$ cat config.mk
export PLATFORM = sky130hd
export DESIGN_NAME = pulser_run_ctrl
export DESIGN_NICKNAME = d
export VERILOG_FILES = /design/src/rtl/pulser_run_ctrl.sv
export SDC_FILE = /design/constraint.sdc
export NUM_CORES = 1
export LEC_CHECK = 0
export BUFFER_PORTS_ARGS = -buffer_cell sky130_fd_sc_hd__buf_2
export CORE_MARGIN = 2
export CORE_UTILIZATION = 58
export DETAILED_ROUTE_END_ITERATION = 7
export HOLD_SLACK_MARGIN = 0.12
export PLACE_DENSITY = 0.91
export SLEW_MARGIN = 20
export SYNTH_ARGS = -nofsm -noshare
export SYNTH_HDL_FRONTEND = slang
export SYNTH_SLANG_ARGS = --single-unit
$ cat constraint.sdc
create_clock -name clk -period 3.3 [get_ports clk]
set_clock_uncertainty 0.1 [all_clocks]
set_input_delay 0.66 -clock clk [delete_from_list [all_inputs] [get_ports clk]]
set_output_delay 0.66 -clock clk [all_outputs]
set_load 0.01 [all_outputs]
$ cat src/rtl/pulser_run_ctrl.sv
module pulser_run_ctrl #(
  parameter int DEB_LEN = 1000,
  parameter int NPROG   = 4,
  parameter int WORD_W  = 16,
  localparam int PW     = (NPROG > 1) ? $clog2(NPROG) : 1
) (
  input  logic              clk,
  input  logic              rst_n,
  input  logic              btn_sel_i,
  input  logic              btn_go_i,
  input  logic              btn_halt_i,
  input  logic              ovp_i,
  input  logic              eng_done_i,
  input  logic              eng_cont_i,
  input  logic [WORD_W-1:0] wave_i,
  output logic [NPROG-1:0]  prog_led_o,
  output logic              run_led_o,
  output logic              fault_led_o,
  output logic [PW-1:0]     eng_prog_o,
  output logic              eng_start_o,
  output logic              eng_stop_o,
  output logic              eng_pause_o,
  output logic [WORD_W-1:0] wave_o
);

  localparam int CW = $clog2(DEB_LEN + 1);

  typedef enum logic [1:0] {ST_IDLE, ST_RUN, ST_HOLD} st_t;

  logic [2:0] btn_raw;
  logic [2:0] press;
  assign btn_raw = {btn_halt_i, btn_go_i, btn_sel_i};

  genvar g;
  generate
    for (g = 0; g < 3; g++) begin : g_btn
      logic m1, m2, stb, stb_d;
      logic [CW-1:0] cnt;
      always_ff @(posedge clk or negedge rst_n) begin
        if (!rst_n) begin
          m1    <= 1'b0;
          m2    <= 1'b0;
          stb   <= 1'b0;
          stb_d <= 1'b0;
          cnt   <= '0;
        end else begin
          m1    <= btn_raw[g];
          m2    <= m1;
          stb_d <= stb;
          if (m2 == stb) begin
            cnt <= '0;
          end else if (cnt == CW'(DEB_LEN - 1)) begin
            stb <= m2;
            cnt <= '0;
          end else begin
            cnt <= cnt + 1'b1;
          end
        end
      end
      assign press[g] = stb & ~stb_d;
    end
  endgenerate

  logic ov1, ov2, fault_q;
  logic start_q, stop_q;
  logic [PW-1:0] prog;
  st_t state;

  always_ff @(posedge clk or negedge rst_n) begin
    if (!rst_n) begin
      ov1     <= 1'b0;
      ov2     <= 1'b0;
      fault_q <= 1'b0;
      start_q <= 1'b0;
      stop_q  <= 1'b0;
      prog    <= '0;
      state   <= ST_IDLE;
    end else begin
      ov1     <= ovp_i;
      ov2     <= ov1;
      fault_q <= ov2;
      start_q <= 1'b0;
      stop_q  <= 1'b0;
      case (state)
        ST_IDLE: begin
          if (press[1]) begin
            start_q <= 1'b1;
            state   <= ov2 ? ST_HOLD : ST_RUN;
          end else if (press[0]) begin
            prog <= (prog == PW'(NPROG - 1)) ? '0 : prog + 1'b1;
          end
        end
        ST_RUN: begin
          if (press[2]) begin
            stop_q <= 1'b1;
            state  <= ST_IDLE;
          end else if (ov2) begin
            state <= ST_HOLD;
          end else if (eng_done_i && !eng_cont_i) begin
            state <= ST_IDLE;
          end
        end
        ST_HOLD: begin
          if (press[2]) begin
            stop_q <= 1'b1;
            state  <= ST_IDLE;
          end else if (!ov2) begin
            state <= ST_RUN;
          end
        end
        default: state <= ST_IDLE;
      endcase
    end
  end

  assign prog_led_o  = NPROG'(1) << prog;
  assign eng_prog_o  = prog;
  assign run_led_o   = (state != ST_IDLE);
  assign eng_pause_o = (state == ST_HOLD);
  assign fault_led_o = fault_q;
  assign eng_start_o = start_q;
  assign eng_stop_o  = stop_q;
  assign wave_o      = (state == ST_RUN) ? wave_i : '0;

endmodule


==> impl_results.md <==
- Total GRT Usage: 0.189
- Power Dens Cells: 404 mW/mm²
- Multi-input logic area: 0.00100 mm²
- Register area: 0.00128 mm²
- Worst-Margin Slew: 410 ps
- Starting density of the core: 0.590
- Setup Viol. Count Final: 0
- Gate Count Post-Synth: 214
- Synth Net Count: 249
- CP startpoint kind: flop
- Synth top area share: 0.548
- Unique masters post-synth: 31
- First-pass GRT wire length: 6240 µm
- Worst Setup SP: state[1]
- Initial antenna violation count: 0
- Req. time, crit path: 2540 ps
- Max-slew violations: 0
- Cts repair resizes: 0
- Clock-pin slew on the worst setup and hold paths: 80 ps
- Leak pwr: 1.37 nW
- Setup_tns: 0 ps
- WP data arrival: 1480 ps
- Fraction of layout cells with a size suffix above 1: 0.244
- Syn. warnings: 0
- Top cell types by occurrence after synthesis: dfrtp_1, nor2_1, and2_1, xnor2_1
- Diode count: 0
- Die extent in x: 67.3 µm
- Avg Cell Area, Syn: 10.9 µm²
- Yosys reg bits: 51
- Cts hold-fix bufs: 0
- CTS tree: built
- Fmax: 447 MHz
- Max stage delay on crit path: 420 ps
- Final core occ: 0.696
- Max cap viols: 0
- WS Path Type: flop to output port
- Fillers: 282
- Start of the worst register-to-register path: g_btn[1].cnt[0]
- RSZ-0062 raised after global routing: no
- Post-CTS setup buffer count: 0
- Post-synth EDFFs: 0
- Cell Area, Placed: 0.00264 mm²
- Routed len/inst: 12.2 µm
- Outcome: finished clean
- CP bufs+invs: 2
- Die Ht: 67.3 µm
- DRC violations left: 0
- DRT iter0 DRCs: 61
- Clock Sink Count: 51
- Vias in the first global route: 1502
- Drt pass-1 iters: 4
- Critical path fanouts, max: 17
- # rows: 23
- Insertion delay to the later sink of the worst-skew pair: 300 ps
- Worst rel slew slack: 0.727
- Final Hold Vio Count: 0
- CTS buffer count: 5
- Maximum buffer depth of the clock tree: 2
- Area of the mapped netlist: 0.00233 mm²
- WL final: 3890 µm
- CORE AREA: 0.00394 mm²
- CP max stage cell: dfrtp_1
- Post-DRT Antenna Nets: 0
- Worst min path class: input pin to asynchronous set/reset pin
- Count leader, synth: dfrtp_1
- PortBufs: 50
- Top FF cell, synth: dfrtp_1
- Register area share after synthesis: 0.548
- Crit. End Element: output port
- Synth async-reset ratio: 1.00
- Largest net degree at the start of global routing: 21
- Via/cell ratio: 5.06
- Dominant cell type by area after synthesis: dfrtp_1
- GP Congestion: 0.846
- Period utilization: 0.678
- P&R area growth vs syn: 17.8%
- Via count: 1618
- Hpwl dp: 2890 µm
- Final #Nets: 305
- Io pins: 51
- H-tree depth: 2
- Total gr overflow: 0
- Full die area: 0.00454 mm²
- Final instance area: 0.00274 mm²
- CTS root buf: clkbuf_8
- Worst-path cell chain: inv_1, ha_1, and2_1, buf_2
- Minimum clock period: 2240 ps
- Main area contributors after synthesis: dfrtp_1, xnor2_1, nor2_1
- IR Drop Worst-Case VDD: 284 µV
- CP top delay family: flip-flops
==> worst register-to-register path, cell delays in order (launching register included) <==
cell and delay (ps):
dfrtp_1 380, ha_1 250, nand3_2 120, or4_4 510, nand2b_1 300, nor2_1 100
==> flip-flops by register name, summed over array words and instances, names as in the netlist <==
register	cells
g_btn.cnt	30
ov1	1
eng_stop_o	1
g_btn.stb	3
g_btn.stb_d	3
ov2	1
g_btn.m2	3
fault_led_o	1
state	2
eng_start_o	1
g_btn.m1	3
eng_prog_o	2
==> logic make-up (layout without fill, tap and decap cells) <==
kind of cell / after synthesis / after routing / synth area share
AND/OR/NAND/NOR: 102 / 102 / 0.223
flip-flops: 51 / 51 / 0.548
XOR/XNOR: 27 / 27 / 0.102
buffers and inverters: 12 / 68 / 0.0210
adder cells (fa/ha/maj): 11 / 11 / 0.0591
multiplexers: 6 / 6 / 0.0306
AO/OA/AOI/OAI: 5 / 5 / 0.0167
==> report_power, final <==
| group | leakage, nW | switching, mW | internal, mW |
|---|---|---|---|
| clock | 0.0513 | 0.183 | 0.222 |
| combinational | 0.639 | 0.0297 | 0.0226 |
| sequential | 0.684 | 0.0111 | 0.639 |
==> stage by stage <==
| step | hold WS, ps | power [mW] | instances | worst slack (ps) |
|---|---|---|---|---|
| after floorplan | 231 | 0.682 | 214 | 1480 |
| after global placement | 234 | 0.712 | 313 | 1440 |
| after detailed placement | 239 | 0.716 | 313 | 1370 |
| after CTS | 189 | 1.13 | 320 | 1030 |
| after global routing | 216 | 1.16 | 320 | 935 |
| final | 178 | 1.11 | 320 | 1060 |
==> final cells by class <==
cell class,count,area share
sequential,51,0.465
multi-input combinational,151,0.365
timing repair buffer,52,0.0967
clock buffer,6,0.0265
tap,50,0.0228
inverter,9,0.0123
clock inverter,1,0.0109
==> cell usage in the layout (no fill, tap or decap) <==
cell,n
and4_1,1
dfrtp_1,51
nand4b_1,1
nand2b_1,6
and2_1,18
and3_1,1
ha_1,11
buf_4,2
bufinv_16,1
o31a_1,1
nand2_1,11
nor4_1,1
clkbuf_1,1
a32oi_1,1
buf_2,50
clkbuf_8,5
xor2_1,11
nor2_1,37
nand3_1,9
or3_1,1
nand4bb_1,1
mux2_2,5
nand3_2,1
mux2_4,1
xnor2_1,16
nor2b_1,1
nor3b_1,1
nand4_1,4
a21o_1,1
or4_4,1
a21oi_1,1
nor3_1,7
inv_1,9
a2bb2oi_1,1
==> routing by layer <==
layer	vias to the layer above	wire (µm)	global-route usage
met5	-	0	0
met4	0	65	0.107
met3	7	246	0.0417
met2	52	1960	0.339
met1	755	1620	0.205
li1	804	-	-
==> final timing paths <==
| path | depth (start not counted) | slack (ps) | endpoint |
|---|---|---|---|
| max | 4 | 1060 | wave_o[13] |
| min in group clk | 0 | 260 | g_btn[0].m2 |
| max reg2reg | 5 | 1410 | g_btn[1].cnt[3] |
| max in group asynchronous | 2 | 2360 | g_btn[2].cnt[2] |
| min | 1 | 180 | g_btn[2].stb |
| min reg2reg | 0 | 260 | g_btn[0].m2 |
Note: power is estimated with default switching activity, not from simulation.
